`src/rtl/cbr_refresh_pkg.sv`:
```
package cbr_refresh_pkg;

  typedef enum logic [2:0] {
    ST_PAUSE,
    ST_IDLE,
    ST_CAS_LEAD,
    ST_RAS_LOW,
    ST_PRECH
  } refState_e;

  typedef enum logic [1:0] {
    PH_CAS,
    PH_RAS,
    PH_PRE
  } phaseSel_e;

  // Strobes from the control FSM to the datapath counters
  typedef struct packed {
    logic      phaseLoad;
    phaseSel_e phaseSel;
    logic      owedDec;
    logic      wakeInc;
    logic      setInit;
  } ctrlStrobes_t;

endpackage

```
`src/rtl/cbr_refresh_dp.sv`:
```
module cbr_refresh_dp
  import cbr_refresh_pkg::*;
#(
  parameter int unsigned INIT_PAUSE_CYC       = 25000,
  parameter int unsigned REFRESH_INTERVAL_CYC = 1950,
  parameter int unsigned WAKE_CYCLES          = 8,
  parameter int unsigned OWED_MAX             = 8,
  parameter int unsigned CAS_LEAD_CYC         = 1,
  parameter int unsigned RAS_LOW_CYC          = 8,
  parameter int unsigned PRECH_CYC            = 5
) (
  input  logic         clk,
  input  logic         rstN,
  input  ctrlStrobes_t strb,
  output logic         pauseDone,
  output logic         phaseDone,
  output logic         wakeLast,
  output logic         owedAny,
  output logic         owedFull,
  output logic         initDone
);

  function automatic int unsigned maxOf3(int unsigned a, int unsigned b, int unsigned c);
    int unsigned m;
    m = (a > b) ? a : b;
    return (m > c) ? m : c;
  endfunction

  localparam int PAUSE_W = $clog2(INIT_PAUSE_CYC + 1);
  localparam int INTV_W  = $clog2(REFRESH_INTERVAL_CYC + 1);
  localparam int WAKE_W  = $clog2(WAKE_CYCLES + 1);
  localparam int OWED_W  = $clog2(OWED_MAX + 1);
  localparam int PH_MAX  = maxOf3(CAS_LEAD_CYC, RAS_LOW_CYC, PRECH_CYC);
  localparam int PH_W    = $clog2(PH_MAX + 1);

  localparam logic [PAUSE_W-1:0] PAUSE_LAST = PAUSE_W'(INIT_PAUSE_CYC - 1);
  localparam logic [INTV_W-1:0]  INTV_LAST  = INTV_W'(REFRESH_INTERVAL_CYC - 1);
  localparam logic [WAKE_W-1:0]  WAKE_LAST  = WAKE_W'(WAKE_CYCLES - 1);
  localparam logic [OWED_W-1:0]  OWED_TOP   = OWED_W'(OWED_MAX);

  logic [PAUSE_W-1:0] pauseCnt;
  logic [INTV_W-1:0]  intvCnt;
  logic [WAKE_W-1:0]  wakeCnt;
  logic [OWED_W-1:0]  owedCnt;
  logic [PH_W-1:0]    phaseCnt;
  logic               tick;

  function automatic logic [PH_W-1:0] phaseLen(phaseSel_e sel);
    case (sel)
      PH_CAS:  return PH_W'(CAS_LEAD_CYC - 1);
      PH_RAS:  return PH_W'(RAS_LOW_CYC - 1);
      default: return PH_W'(PRECH_CYC - 1);
    endcase
  endfunction

  // Power-up pause: counts up once and holds at its last value
  always_ff @(posedge clk or negedge rstN) begin
    if (!rstN) begin
      pauseCnt <= '0;
    end else if (pauseCnt != PAUSE_LAST) begin
      pauseCnt <= pauseCnt + PAUSE_W'(1);
    end
  end
  assign pauseDone = (pauseCnt == PAUSE_LAST);

  // Phase length counter for the strobe sequence
  always_ff @(posedge clk or negedge rstN) begin
    if (!rstN) begin
      phaseCnt <= '0;
    end else if (strb.phaseLoad) begin
      phaseCnt <= phaseLen(strb.phaseSel);
    end else if (phaseCnt != '0) begin
      phaseCnt <= phaseCnt - PH_W'(1);
    end
  end
  assign phaseDone = (phaseCnt == '0);

  // Wake cycle count and init flag
  always_ff @(posedge clk or negedge rstN) begin
    if (!rstN) begin
      wakeCnt  <= '0;
      initDone <= 1'b0;
    end else begin
      if (strb.wakeInc) wakeCnt  <= wakeCnt + WAKE_W'(1);
      if (strb.setInit) initDone <= 1'b1;
    end
  end
  assign wakeLast = (wakeCnt == WAKE_LAST);

  // Distributed interval timer, running only after init
  always_ff @(posedge clk or negedge rstN) begin
    if (!rstN) begin
      intvCnt <= '0;
    end else if (initDone) begin
      intvCnt <= tick ? '0 : intvCnt + INTV_W'(1);
    end
  end
  assign tick = initDone && (intvCnt == INTV_LAST);

  // Owed refresh count, saturating at OWED_MAX
  always_ff @(posedge clk or negedge rstN) begin
    if (!rstN) begin
      owedCnt <= '0;
    end else begin
      case ({tick, strb.owedDec})
        2'b10:   if (owedCnt != OWED_TOP) owedCnt <= owedCnt + OWED_W'(1);
        2'b01:   owedCnt <= owedCnt - OWED_W'(1);
        default: owedCnt <= owedCnt;
      endcase
    end
  end
  assign owedAny  = (owedCnt != '0);
  assign owedFull = (owedCnt == OWED_TOP);


  owed_bound_chk: assert property (@(posedge clk) disable iff (!rstN)
    owedCnt <= OWED_TOP);


  no_dec_when_empty_chk: assert property (@(posedge clk) disable iff (!rstN)
    strb.owedDec |-> owedAny);


  tick_kept_chk: assert property (@(posedge clk) disable iff (!rstN)
    (tick && strb.owedDec) |=> $stable(owedCnt));


  tick_counts_chk: assert property (@(posedge clk) disable iff (!rstN)
    (tick && !strb.owedDec && !owedFull) |=> (owedCnt == $past(owedCnt) + OWED_W'(1)));


  init_once_chk: assert property (@(posedge clk) disable iff (!rstN)
    $past(initDone) |-> initDone);

endmodule

```
`src/rtl/cbr_refresh_ctl.sv`:
```
module cbr_refresh_ctl
  import cbr_refresh_pkg::*;
(
  input  logic         clk,
  input  logic         rstN,
  input  logic         refGrant,
  input  logic         pauseDone,
  input  logic         phaseDone,
  input  logic         wakeLast,
  input  logic         owedAny,
  input  logic         initDone,
  output ctrlStrobes_t strb,
  output logic         refReq,
  output logic         strobeOwn,
  output logic         rasN,
  output logic         casN,
  output logic         weN
);

  refState_e state, stateNext;

  always_ff @(posedge clk or negedge rstN) begin
    if (!rstN) state <= ST_PAUSE;
    else       state <= stateNext;
  end

  always_comb begin
    stateNext     = state;
    strb.phaseLoad = 1'b0;
    strb.phaseSel  = PH_CAS;
    strb.owedDec   = 1'b0;
    strb.wakeInc   = 1'b0;
    strb.setInit   = 1'b0;
    case (state)
      ST_PAUSE: begin
        if (pauseDone) begin
          stateNext      = ST_CAS_LEAD;
          strb.phaseLoad = 1'b1;
        end
      end
      ST_IDLE: begin
        if (owedAny && refGrant) begin
          stateNext      = ST_CAS_LEAD;
          strb.phaseLoad = 1'b1;
        end
      end
      ST_CAS_LEAD: begin
        if (phaseDone) begin
          stateNext      = ST_RAS_LOW;
          strb.phaseLoad = 1'b1;
          strb.phaseSel  = PH_RAS;
        end
      end
      ST_RAS_LOW: begin
        if (phaseDone) begin
          stateNext      = ST_PRECH;
          strb.phaseLoad = 1'b1;
          strb.phaseSel  = PH_PRE;
        end
      end
      ST_PRECH: begin
        if (phaseDone) begin
          if (!initDone) begin
            strb.wakeInc = 1'b1;
            if (wakeLast) begin
              strb.setInit = 1'b1;
              stateNext    = ST_IDLE;
            end else begin
              stateNext      = ST_CAS_LEAD;
              strb.phaseLoad = 1'b1;
            end
          end else begin
            strb.owedDec = 1'b1;
            stateNext    = ST_IDLE;
          end
        end
      end
      default: stateNext = ST_PAUSE;
    endcase
  end

  assign rasN      = (state != ST_RAS_LOW);
  assign casN      = !((state == ST_CAS_LEAD) || (state == ST_RAS_LOW));
  assign weN       = 1'b1;
  assign strobeOwn = (state != ST_IDLE);
  assign refReq    = (state == ST_IDLE) && owedAny;


  cas_before_ras_chk: assert property (@(posedge clk) disable iff (!rstN)
    $fell(rasN) |-> (!casN && $past(!casN)));


  cas_hold_chk: assert property (@(posedge clk) disable iff (!rstN)
    !rasN |-> !casN);


  joint_rise_chk: assert property (@(posedge clk) disable iff (!rstN)
    $rose(rasN) |-> $rose(casN));


  cas_fall_from_high_chk: assert property (@(posedge clk) disable iff (!rstN)
    $fell(casN) |-> ($past(rasN) && $past(casN) && rasN));


  req_after_init_chk: assert property (@(posedge clk) disable iff (!rstN)
    refReq |-> initDone);


  grant_ignored_chk: assert property (@(posedge clk) disable iff (!rstN)
    (state == ST_IDLE && !owedAny && refGrant) |=> (casN && !strobeOwn));


  grant_taken_chk: assert property (@(posedge clk) disable iff (!rstN)
    (refReq && refGrant) |=> (!casN && strobeOwn));


  own_chk: assert property (@(posedge clk) disable iff (!rstN)
    (!casN || !rasN) |-> strobeOwn);

endmodule

```
`src/rtl/cbr_refresh_sched.sv`:
```
module cbr_refresh_sched
  import cbr_refresh_pkg::*;
#(
  parameter int unsigned INIT_PAUSE_CYC       = 25000,
  parameter int unsigned REFRESH_INTERVAL_CYC = 1950,
  parameter int unsigned WAKE_CYCLES          = 8,
  parameter int unsigned OWED_MAX             = 8,
  parameter int unsigned CAS_LEAD_CYC         = 1,
  parameter int unsigned RAS_LOW_CYC          = 8,
  parameter int unsigned PRECH_CYC            = 5
) (
  input  logic clk,
  input  logic rstN,
  input  logic refGrant,
  output logic refReq,
  output logic refUrgent,
  output logic initDone,
  output logic strobeOwn,
  output logic rasN,
  output logic casN,
  output logic weN
);

  ctrlStrobes_t strb;
  logic pauseDone, phaseDone, wakeLast, owedAny;

  cbr_refresh_dp #(
    .INIT_PAUSE_CYC      (INIT_PAUSE_CYC),
    .REFRESH_INTERVAL_CYC(REFRESH_INTERVAL_CYC),
    .WAKE_CYCLES         (WAKE_CYCLES),
    .OWED_MAX            (OWED_MAX),
    .CAS_LEAD_CYC        (CAS_LEAD_CYC),
    .RAS_LOW_CYC         (RAS_LOW_CYC),
    .PRECH_CYC           (PRECH_CYC)
  ) u_dp (
    .clk      (clk),
    .rstN     (rstN),
    .strb     (strb),
    .pauseDone(pauseDone),
    .phaseDone(phaseDone),
    .wakeLast (wakeLast),
    .owedAny  (owedAny),
    .owedFull (refUrgent),
    .initDone (initDone)
  );

  cbr_refresh_ctl u_ctl (
    .clk      (clk),
    .rstN     (rstN),
    .refGrant (refGrant),
    .pauseDone(pauseDone),
    .phaseDone(phaseDone),
    .wakeLast (wakeLast),
    .owedAny  (owedAny),
    .initDone (initDone),
    .strb     (strb),
    .refReq   (refReq),
    .strobeOwn(strobeOwn),
    .rasN     (rasN),
    .casN     (casN),
    .weN      (weN)
  );

endmodule

```
`config.mk`:
```
export PLATFORM = sky130hd
export DESIGN_NAME = cbr_refresh_sched
export DESIGN_NICKNAME = d
export VERILOG_FILES = /design/src/rtl/cbr_refresh_pkg.sv /design/src/rtl/cbr_refresh_dp.sv /design/src/rtl/cbr_refresh_ctl.sv /design/src/rtl/cbr_refresh_sched.sv
export SDC_FILE = /design/constraint.sdc
export NUM_CORES = 1
export LEC_CHECK = 0
export BUFFER_PORTS_ARGS = -buffer_cell sky130_fd_sc_hd__buf_2
export CAP_MARGIN = 15
export CORE_MARGIN = 2
export CORE_UTILIZATION = 40
export DETAILED_ROUTE_END_ITERATION = 7
export GPL_ROUTABILITY_DRIVEN = 0
export PLACE_DENSITY_LB_ADDON = 0.12
export REMOVE_ABC_BUFFERS = 1
export SYNTH_ARGS = -nofsm -noshare
export SYNTH_HDL_FRONTEND = slang
export SYNTH_SLANG_ARGS = --single-unit
```
`constraint.sdc`:
```
create_clock -name clk -period 4.9 [get_ports clk]
set_input_delay 0 -clock clk [delete_from_list [all_inputs] [get_ports clk]]
set_output_delay 0 -clock clk [all_outputs]
set_load 0.02 [all_outputs]
```
==> summary.txt <==
Outcome
  – Status: finished, final reports clean

Timing
  – RSZ-0062 raised after global routing: no
  – Final number of setup-violating endpoints: 0
  – Setup TNS: 0 ns
  – Slew HR: 0.387
  – Period utilisation layout: 0.539
  – Count of pins over their slew limit: 0
  – Final Hold Vio Count: 0
  – Achievable Freq: approximately 380 MHz
  – Final setup margin: 2.26 ns
  – Min Tclk post-route: 2.64 ns
  – Worst Max-Slew Pin Slew: 0.919 ns
  – Final Skew: 0.00772 ns

CTS
  – CTS buffer count: 5
  – Post-CTS Setup Repair Bufs: 0
  – Worst skew pair latency: 0.28 ns
  – CTS tree: built
  – Reg clk slew, reported paths: 0.08 ns
  – Clock sinks: between 40 and 50
  – Deepest clock path buffer count: 2
  – Root buffer cell: clkbuf_8
  – H-tree levels: 2

Finish
  – Multi-input gate area: a little under 1000 um^2
  – Synthesis-to-finish area growth: 8.82%
  – FF+latch area: ~1100 um^2
  – N_diodes: 0
  – Fraction of layout cells with a size suffix above 1: 0.110
  – Finished Cell Area: approximately 2300 um^2
  – Post-layout net count: 228
  – Fillers: 496

Floorplanning
  – Core ar.: 5110 um^2
  – Row count: 26
  – Starting Density: 0.414
  – Die height: 76.7 um
  – IO Count: 10
  – Horiz. Die Dim: 76.7 um
  – Die area: 5880 um^2

Min path
  – Hold Path Class: in2reg

Setup path
  – Delay-heaviest family, CP: simple AND/OR/NAND/NOR gates
  – Startpoint types: flip-flop
  – Crit path buffers/inverters: 1
  – Crit path cell chain: inv_1, ha_1, nor3b_1, nand4_1, nor2_1, xor2_1, ha_1, nor2_1, a22oi_1, xnor2_1
  – Slowest stage delay, CP: 0.54 ns
  – Worst Path Arrival: 2.85 ns
  – CP Capture Type: flip-flop
  – Crit Path Category: reg2reg
  – Worst EP required: 5.11 ns
  – CP max-delay cell: nor3b_1
  – CP Max Fanout: 5

Route
  – Drt total wl: 3.74 mm
  – Antenna-violating nets left: 0
  – Pre-antenna DRT Iters: 4
  – Vias: 1458
  – DRC viols: 0
  – Vias per cell: 5.04
  – Avg WL per Cell: ~13 um
  – Initial drt markers: 63

Placed design
  – Port bufs: 8
  – Cell Area, Placed: 2210 um^2
  – Post-DP HPWL: 2.72 mm
  – Pre-CTS setup slack: approximately 2.2 ns

GRT
  – GRT overflow: 0
  – First-pass GRT wire length: 6.67 mm
  – Vias in the first global route: 1429
  – Largest net degree at the start of global routing: between 40 and 50
  – Initial antenna violation count: 0
  – GR Util All Layers: 0.143

Power
  – Lkg Pwr: 1.03 nW
  – Power Density: ~360 nW/um^2
  – Final Power: 0.827 mW
  – Largest vdd supply drop: between 150 and 200 uV

Synthesis
  – Syn_area_per_cell: roughly 10 um^2
  – Synth Register Bits: 42
  – Post-synthesis sequential area ratio: 0.497
  – Synth top cells by count: dfrtp_1, nor2_1, xnor2_1
  – EDFF count, synth: 0
  – Synth Instances: 210
  – Top-area cell type share of the netlist area: 0.497
  – Synth area leaders: dfrtp_1, xnor2_1, xor2_1, nor2_1, ha_1
  – Top cell type by total area after synthesis: dfrtp_1
  – Library cells used by synthesis: 42
  – Async SR Flop Fraction: 1.00
  – Yosys warns: 0
  – Post-Syn Area: ~2100 um^2
  – Top-count cell post-synth: dfrtp_1
  – Most used DFF post-synth: dfrtp_1

Flow run
  – Max-cap violations: 0
## power by group
part           internal (mW)  total, mW  switching [mW]
clock network         0.0982      0.206           0.107
registers              0.378      0.421          0.0427
logic                 0.0863      0.200           0.114
## worst paths after layout
check / start / end / slack [ns] / cells after the start
worst max-delay path: u_dp.phaseCnt[0] / u_dp.owedCnt[2] / 2.26 / 10
worst min-delay path: refGrant / u_dp.phaseCnt[3] / 0.19 / 4
worst max register to register: u_dp.phaseCnt[0] / u_dp.owedCnt[2] / 2.26 / 10
worst min register to register: u_dp.pauseCnt[14] / u_dp.pauseCnt[14] / 0.48 / 1
max in group asynchronous: rstN / u_dp.owedCnt[1] / 3.94 / 2
min in group asynchronous: rstN / u_dp.intvCnt[9] / 0.38 / 2
## worst min-delay path, cell delays in order
cell and delay [ns]:
buf_2 0.11, nand2b_1 0.15, o21ai_4 0.08, nor2_1 0.09
## cell usage in the layout, fill, tap and decap left out, types with 2 or more instances in the layout
master and instances:
a21oi_1 6, ha_1 6, nand3_1 13, nor2_1 21
clkbuf_1 2, mux2_2 4, or3b_2 2, o21ai_0 6
nand2b_1 3, buf_2 8, inv_1 10, nor3_1 6
dfrtp_1 42, xor2_1 11, or3_1 3, a2bb2oi_1 2
nand2_1 16, nor4_1 2, o21ai_1 2, and3_1 2
xnor2_1 18, nor3b_1 2, nand4_1 7, clkbuf_8 5
## what timing repair did
action / in CTS / in global routing
endpoints found under the hold margin: 42 / 0
gates resized for setup: 0 / 0
hold buffers: 1 / 0
## registers in the layout, summed over array words and instances, names as in the netlist
signal	count
u_dp.intvCnt	11
u_ctl.state	3
u_dp.initDone	1
u_dp.wakeCnt	4
u_dp.pauseCnt	15
u_dp.phaseCnt	4
u_dp.owedCnt	4
## per-layer routing
metal  wire [um]  GRT usage  vias to the layer above
met5           0          0                        -
met4          42     0.0436                        0
met3         202     0.0365                        4
met2        1770      0.229                       34
met1        1720      0.190                      686
li1            -          -                      734
## area by class of cell
class | instances | area share
multi-input cells | 150 | 0.431
well taps | 70 | 0.0381
clock buffers | 7 | 0.0332
repair buffers | 10 | 0.0250
flip-flops and latches | 42 | 0.457
inverters | 10 | 0.0163
## logic make-up after synthesis
group                    share of synthesized area
other                                      0.00177
buffers and inverters                       0.0343
flip-flops                                   0.497
XOR/XNOR                                     0.120
AND/OR/NAND/NOR                              0.212
adder cells (fa/ha/maj)                     0.0355
multiplexers                                0.0213
AO/OA/AOI/OAI                               0.0781
## through the flow
stage | utilization | cells | hold WS [ns]
2_1_floorplan | - | 202 | -0.296
3_3_place_gp | 0.434 | 281 | 0.186
3_5_place_dp | 0.434 | 281 | 0.197
4_1_cts | 0.451 | 289 | 0.195
5_1_grt | 0.451 | 289 | 0.237
6_report | 0.451 | 289 | 0.190
No activity file was read; power rests on OpenSTA's default activity.
